**config.mk**
```make
export PLATFORM = sky130hd
export DESIGN_NAME = led_mode_ctrl
export DESIGN_NICKNAME = d
export VERILOG_FILES = /design/src/rtl/led_mode_pkg.sv /design/src/rtl/lmc_step_timer.sv /design/src/rtl/lmc_idle_timer.sv /design/src/rtl/lmc_scroll_ring.sv /design/src/rtl/led_mode_ctrl.sv
export SDC_FILE = /design/constraint.sdc
export NUM_CORES = 1
export LEC_CHECK = 0
export ABC_AREA = 0
export CORE_MARGIN = 1
export CORE_UTILIZATION = 28
export DETAILED_ROUTE_END_ITERATION = 16
export DONT_BUFFER_PORTS = 1
export MAX_ROUTING_LAYER = met4
export PLACE_DENSITY_LB_ADDON = 0.08
export SLEW_MARGIN = 30
export SYNTH_ARGS = -nofsm -noshare
export SYNTH_HDL_FRONTEND = slang
export SYNTH_SLANG_ARGS = --single-unit
```
**constraint.sdc**
```tcl
create_clock -name clk -period 2.8 [get_ports clk]
set_input_delay 0.14 -clock clk [delete_from_list [all_inputs] [get_ports clk]]
set_output_delay 0.14 -clock clk [all_outputs]
set_load 0.05 [all_outputs]
```
**src/rtl/led_mode_pkg.sv**
```systemverilog
package led_mode_pkg;

    typedef enum logic {
        MODE_SCROLL = 1'b0,
        MODE_TOGGLE = 1'b1
    } lmc_mode_e;

    // Counter width able to hold values 0..limit-1, never narrower than floor_w
    function automatic int unsigned cnt_width(input int unsigned limit,
                                              input int unsigned floor_w);
        int unsigned w;
        w = (limit > 1) ? $clog2(limit) : 1;
        return (w < floor_w) ? floor_w : w;
    endfunction

endpackage

```
**src/rtl/lmc_step_timer.sv**
```systemverilog
module lmc_step_timer #(
    parameter int unsigned STEP_CYCLES = 333_000
) (
    input  logic clk,
    input  logic rst_n,
    input  logic run,
    output logic tick
);
    import led_mode_pkg::*;

    localparam int unsigned STEP_W = cnt_width(STEP_CYCLES, 1);
    localparam logic [STEP_W-1:0] STEP_LAST = STEP_W'(STEP_CYCLES - 1);

    logic [STEP_W-1:0] step_cnt_q;

    assign tick = run && (step_cnt_q == STEP_LAST);

    always_ff @(posedge clk or negedge rst_n) begin
        if (!rst_n) begin
            step_cnt_q <= '0;
        end else if (!run || tick) begin
            step_cnt_q <= '0;
        end else begin
            step_cnt_q <= step_cnt_q + 1'b1;
        end
    end

endmodule

```
**src/rtl/lmc_idle_timer.sv**
```systemverilog
module lmc_idle_timer #(
    parameter int unsigned TIMEOUT_CYCLES = 16_650_000,
    parameter int unsigned CNT_W          = 24
) (
    input  logic             clk,
    input  logic             rst_n,
    input  logic             run,
    input  logic             restart,
    output logic [CNT_W-1:0] count,
    output logic             expire
);
    localparam logic [CNT_W-1:0] IDLE_LAST = CNT_W'(TIMEOUT_CYCLES - 1);

    logic [CNT_W-1:0] idle_cnt_q;

    assign count  = idle_cnt_q;
    assign expire = run && !restart && (idle_cnt_q == IDLE_LAST);

    always_ff @(posedge clk or negedge rst_n) begin
        if (!rst_n) begin
            idle_cnt_q <= '0;
        end else if (!run || restart || expire) begin
            idle_cnt_q <= '0;
        end else begin
            idle_cnt_q <= idle_cnt_q + 1'b1;
        end
    end

endmodule

```
**src/rtl/lmc_scroll_ring.sv**
```systemverilog
module lmc_scroll_ring #(
    parameter int unsigned NUM_LED = 4
) (
    input  logic               clk,
    input  logic               rst_n,
    input  logic               advance,
    input  logic               dir_down,
    output logic [NUM_LED-1:0] pos
);
    logic [NUM_LED-1:0] pos_q;
    logic [NUM_LED-1:0] pos_up;
    logic [NUM_LED-1:0] pos_down;

    generate
        if (NUM_LED == 1) begin : g_single
            assign pos_up   = pos_q;
            assign pos_down = pos_q;
        end else begin : g_rotate
            assign pos_up   = {pos_q[NUM_LED-2:0], pos_q[NUM_LED-1]};
            assign pos_down = {pos_q[0], pos_q[NUM_LED-1:1]};
        end
    endgenerate

    always_ff @(posedge clk or negedge rst_n) begin
        if (!rst_n) begin
            pos_q <= NUM_LED'(1);
        end else if (advance) begin
            pos_q <= dir_down ? pos_down : pos_up;
        end
    end

    assign pos = pos_q;

endmodule

```
**src/rtl/led_mode_ctrl.sv**
```systemverilog
module led_mode_ctrl #(
    parameter int unsigned NUM_LED        = 4,
    parameter int unsigned TIMEOUT_CYCLES = 16_650_000,
    parameter int unsigned STEP_CYCLES    = 333_000
) (
    input  logic               clk,
    input  logic               rst_n,
    input  logic [NUM_LED-1:0] btn_press,
    input  logic               scroll_dir,
    input  logic               host_ovr,
    input  logic [NUM_LED-1:0] host_sw,
    input  logic [NUM_LED-1:0] host_pb,
    output logic [NUM_LED-1:0] led,
    output logic [3:0]         tmo_view
);
    import led_mode_pkg::*;

    localparam int unsigned CNT_W = cnt_width(TIMEOUT_CYCLES, 4);

    lmc_mode_e          mode_q;
    lmc_mode_e          mode_d;
    logic               any_press;
    logic               step_tick;
    logic               idle_expire;
    logic [CNT_W-1:0]   idle_count;
    logic [NUM_LED-1:0] scroll_pos;
    logic [NUM_LED-1:0] tog_q;
    logic               in_scroll;
    logic               in_toggle;

    assign any_press = |btn_press;
    assign in_scroll = (mode_q == MODE_SCROLL);
    assign in_toggle = (mode_q == MODE_TOGGLE);

    // Next-state logic
    always_comb begin
        mode_d = mode_q;
        unique case (mode_q)
            MODE_SCROLL: begin
                if (any_press) begin
                    mode_d = MODE_TOGGLE;
                end
            end
            MODE_TOGGLE: begin
                if (idle_expire) begin
                    mode_d = MODE_SCROLL;
                end
            end
            default: mode_d = MODE_SCROLL;
        endcase
    end

    // State register
    always_ff @(posedge clk or negedge rst_n) begin
        if (!rst_n) begin
            mode_q <= MODE_SCROLL;
        end else begin
            mode_q <= mode_d;
        end
    end

    lmc_step_timer #(
        .STEP_CYCLES(STEP_CYCLES)
    ) u_step (
        .clk  (clk),
        .rst_n(rst_n),
        .run  (in_scroll),
        .tick (step_tick)
    );

    lmc_scroll_ring #(
        .NUM_LED(NUM_LED)
    ) u_ring (
        .clk     (clk),
        .rst_n   (rst_n),
        .advance (step_tick && !any_press),
        .dir_down(scroll_dir),
        .pos     (scroll_pos)
    );

    lmc_idle_timer #(
        .TIMEOUT_CYCLES(TIMEOUT_CYCLES),
        .CNT_W         (CNT_W)
    ) u_idle (
        .clk    (clk),
        .rst_n  (rst_n),
        .run    (in_toggle),
        .restart(any_press),
        .count  (idle_count),
        .expire (idle_expire)
    );

    // One toggle cell per LED
    generate
        for (genvar i = 0; i < NUM_LED; i++) begin : g_tog
            always_ff @(posedge clk or negedge rst_n) begin
                if (!rst_n) begin
                    tog_q[i] <= 1'b0;
                end else if (in_scroll && any_press) begin
                    tog_q[i] <= 1'b0;
                end else if (in_toggle && btn_press[i]) begin
                    tog_q[i] <= ~tog_q[i];
                end
            end
        end
    endgenerate

    // Output process
    always_comb begin
        if (host_ovr) begin
            led = host_sw ^ host_pb;
        end else begin
            unique case (mode_q)
                MODE_SCROLL: led = scroll_pos;
                MODE_TOGGLE: led = tog_q;
                default:     led = scroll_pos;
            endcase
        end
        tmo_view = idle_count[CNT_W-1 -: 4];
    end

endmodule

```
==> flow_summary.toml <==
[layout]
final_area_um2 = 3115
fin_cells = 422
drive_above_1_share_pct = 10.92
layout.nets = 310
num_antenna_cells = 0
synthToLayoutAreaGrowth_pct = 12.98

[clocking]
ctsLongestPathBuffers = 2
clock_latency_ns = 0.31
cts_setup_buffers = 0
h-tree-depth = 2
cts_resized = 0
hold_buffers = 2
clock-root-buffer = "clkbuf_8"
cts.sinks = 52
cts_buffers = 5
cts_tree = "done"
clk_pin_slew_ns = 0.09

[sta]
clock_skew_ns = 0.01024
max_slew_margin_pct = 61.66
hold_viol = 0
min_period_over_period_pct = 82.82
fmax_mhz = 431.2
layout_min_cycle_time_ns = 2.319
layout_setup_ws_ns = 0.4811
drv_slew = 0
grt_setup_unrepaired = "no"
tightest_slew_ns = 0.5751
fin_tns_setup_ns = 0
setup_viol = 0
holdWs_ns = 0.03398

[synthesis]
netlist_instances = 288
synth_top_cell_by_area = "dfrtp_1"
yosysTopAreaCellShare_pct = 46.28
synthDistinctLibCells = 33
ys_warn_count = 0
avgSynthCellArea_um2 = 9.575
synth.most_common_cell = "dfrtp_1"
yosysSeqAreaShare_pct = 47.23
yosys_most_used_dff = "dfrtp_1"
synthArstFlopShare_pct = 100.0
synth-edff-count = 0
synth.cell_area_um2 = 2758
ys_top_cells_by_area = "dfrtp_1 (46%), xnor2_1 (7.0%), nor2_1 (5.4%)"
synth_common_cells = "dfrtp_1 (51), nor2_1 (40), nand2_1 (24)"
synth_nets = 306
ys_seq_elements = 52

[worst_setup_path]
r2r-end = "u_ring.pos[3]"
r2r-start = "u_step.step_cnt_q[14]"
endpoint = "u_ring.pos[3]"
criticalPathCategory = "flop to flop"
ff2ff_path_depth = 4
r2r_setup_slack_ns = 0.48
crit_required_ns = 2.99
crit_start = "u_step.step_cnt_q[14]"
cp-end-kind = "flop"
crit_fanout = 5
critPathArrivalTime_ns = 2.51
critPathLaunchType = "flop"

[worst_hold_path]
min_path_type = "primary input to flop"

[routing]
wirelength_mm = 5.767
wl_per_cell_um = 13.67
routed_via_density = 4.820
vias = 2034
drt_iter0_markers = 68
antenna_left = 0
first_pass_iters = 4
drc = 0

[placement]
place_ws_ns = 0.5018
post_dp_cell_area_um2 = 2919
dp_hpwl_mm = 3.867
place_inst = 412
io_buffers = 0
globalplace.congestion = 0.7183

[grt]
grt_pass1_wl_mm = 9.991
grt.total_usage_pct = 12.74
grt_pass1_vias = 2001
antenna_found_initial = 0
grt_max_degree = 53
grt_overflow = 0

[outcome]
outcome = "finished, final reports clean"

[pwr]
pwr_density_cell_nw_per_um2 = 544.4
power.leakage_nw = 1.171
p_sw_share_pct = 23.55
vdd_drop_max_mv = 0.2091
combPwrFrac_pct = 10.9
p_clk_share_pct = 41.4
seqPwrFrac_pct = 47.7
switchingPower_mw = 0.3995
intPower_mw = 1.297

[floorplanning]
boundaryPins = 24
core_area_um2 = 9371
die_area_um2 = 10250
fp.dieH_um = 101.2
rows = 35
die_x_um = 101.2
initial_utilization_pct = 29.43

[job]
timing.max_cap.violations = 0
-- layout make-up --
| cell class | count | area [um2] |
|---|---|---|
| fillers | 980 | 6256 |
| clock inverters | 3 | 90.09 |
| inverters | 10 | 37.54 |
| multi-input cells | 213 | 1358 |
| repair buffers | 10 | 97.59 |
| well taps | 129 | 161.4 |
| clock buffers | 5 | 68.82 |
| flip-flops and latches | 52 | 1303 |
-- cells in the final DEF (no fill, tap or decap), types with 2 or more instances in the layout --
master     netlist  routed
nor2_1          40      40
o21ai_0         13      11
buf_4            5       8
o21ai_1          0       2
nand2_1         24      24
and3_1           2       2
bufinv_16        0       3
or3_1            6       6
ha_1             2       2
xor2_1          14      14
mux2i_1          4       4
nand3_1         12      12
and4_1           3       3
or4_1            6       6
o31ai_1          6       6
nor4_1           9       9
dfrtp_1         51      51
xnor2_1         22      22
a21oi_1         11      11
mux2_2           8       8
nand4_1         15      15
clkbuf_8         0       5
inv_1           10      10
nor3_1           5       5
nor4b_1          2       2
-- stage by stage --
step           util, %  total power, mW
3_5_place_dp     31.15           0.9895
4_1_cts          33.24            1.728
2_1_floorplan        -           0.9460
3_3_place_gp     31.15           0.9867
6_report         33.24            1.696
5_1_grt          33.24            1.778
-- state kept, by name (all words and copies together) (netlist names) --
name	flops
in_toggle	1
tog_q	4
u_idle.count	24
u_ring.pos	4
u_step.step_cnt_q	19
-- per-layer routing --
layer  up-vias  GRT usage, %  share of wire, %  wire (um)
li1       1020             -                 -          -
met1       974         17.03                52       2975
met2        35         19.36                43       2505
met3         5         2.899               3.9        225
met4         0         3.344               1.1         61
met5         -             -                 0          0
-- worst min-delay path by stage --
stage | slack (ns) | to | cells past startpoint | startpoint
floorplan | -0.16 | in_toggle | 0 | rst_n
CTS | 0.03 | tog_q[2] | 3 | btn_press[2]
global placement | -0.15 | u_idle.count[0] | 0 | rst_n
finish | 0.03 | tog_q[2] | 3 | btn_press[2]
detailed placement | -0.15 | u_idle.count[0] | 0 | rst_n
global route | 0.03 | tog_q[1] | 3 | btn_press[1]
-- worst max-delay path, cell delays in order (launching register included) --
cell and delay [ns]:
dfrtp_1 0.44, or4b_1 0.52, or4_4 0.47, nor4_4 0.40, mux2_2 0.38
-- logic make-up (layout without fill, tap and decap cells) --
logic type	Yosys count	after routing	synth area share, %
DFF	52	52	47.23
adders and majority gates	2	2	0.9073
muxes	12	12	4.719
AOI/OAI and AO/OA	33	33	7.395
xor gates and xnor gates	36	36	11.43
and+or+nand+nor	130	130	24.50
buffers and inverters	23	28	3.812
-- power groups by stage --
stage / Clock [mW] / Sequential (mW) / Combinational, mW
after floorplan: 0 / 0.818 / 0.128
after global placement: 0 / 0.822 / 0.164
after detailed placement: 0 / 0.825 / 0.165
after CTS: 0.729 / 0.809 / 0.189
after global routing: 0.759 / 0.815 / 0.204
final: 0.701 / 0.809 / 0.186
No activity file was read; power rests on OpenSTA's default activity.
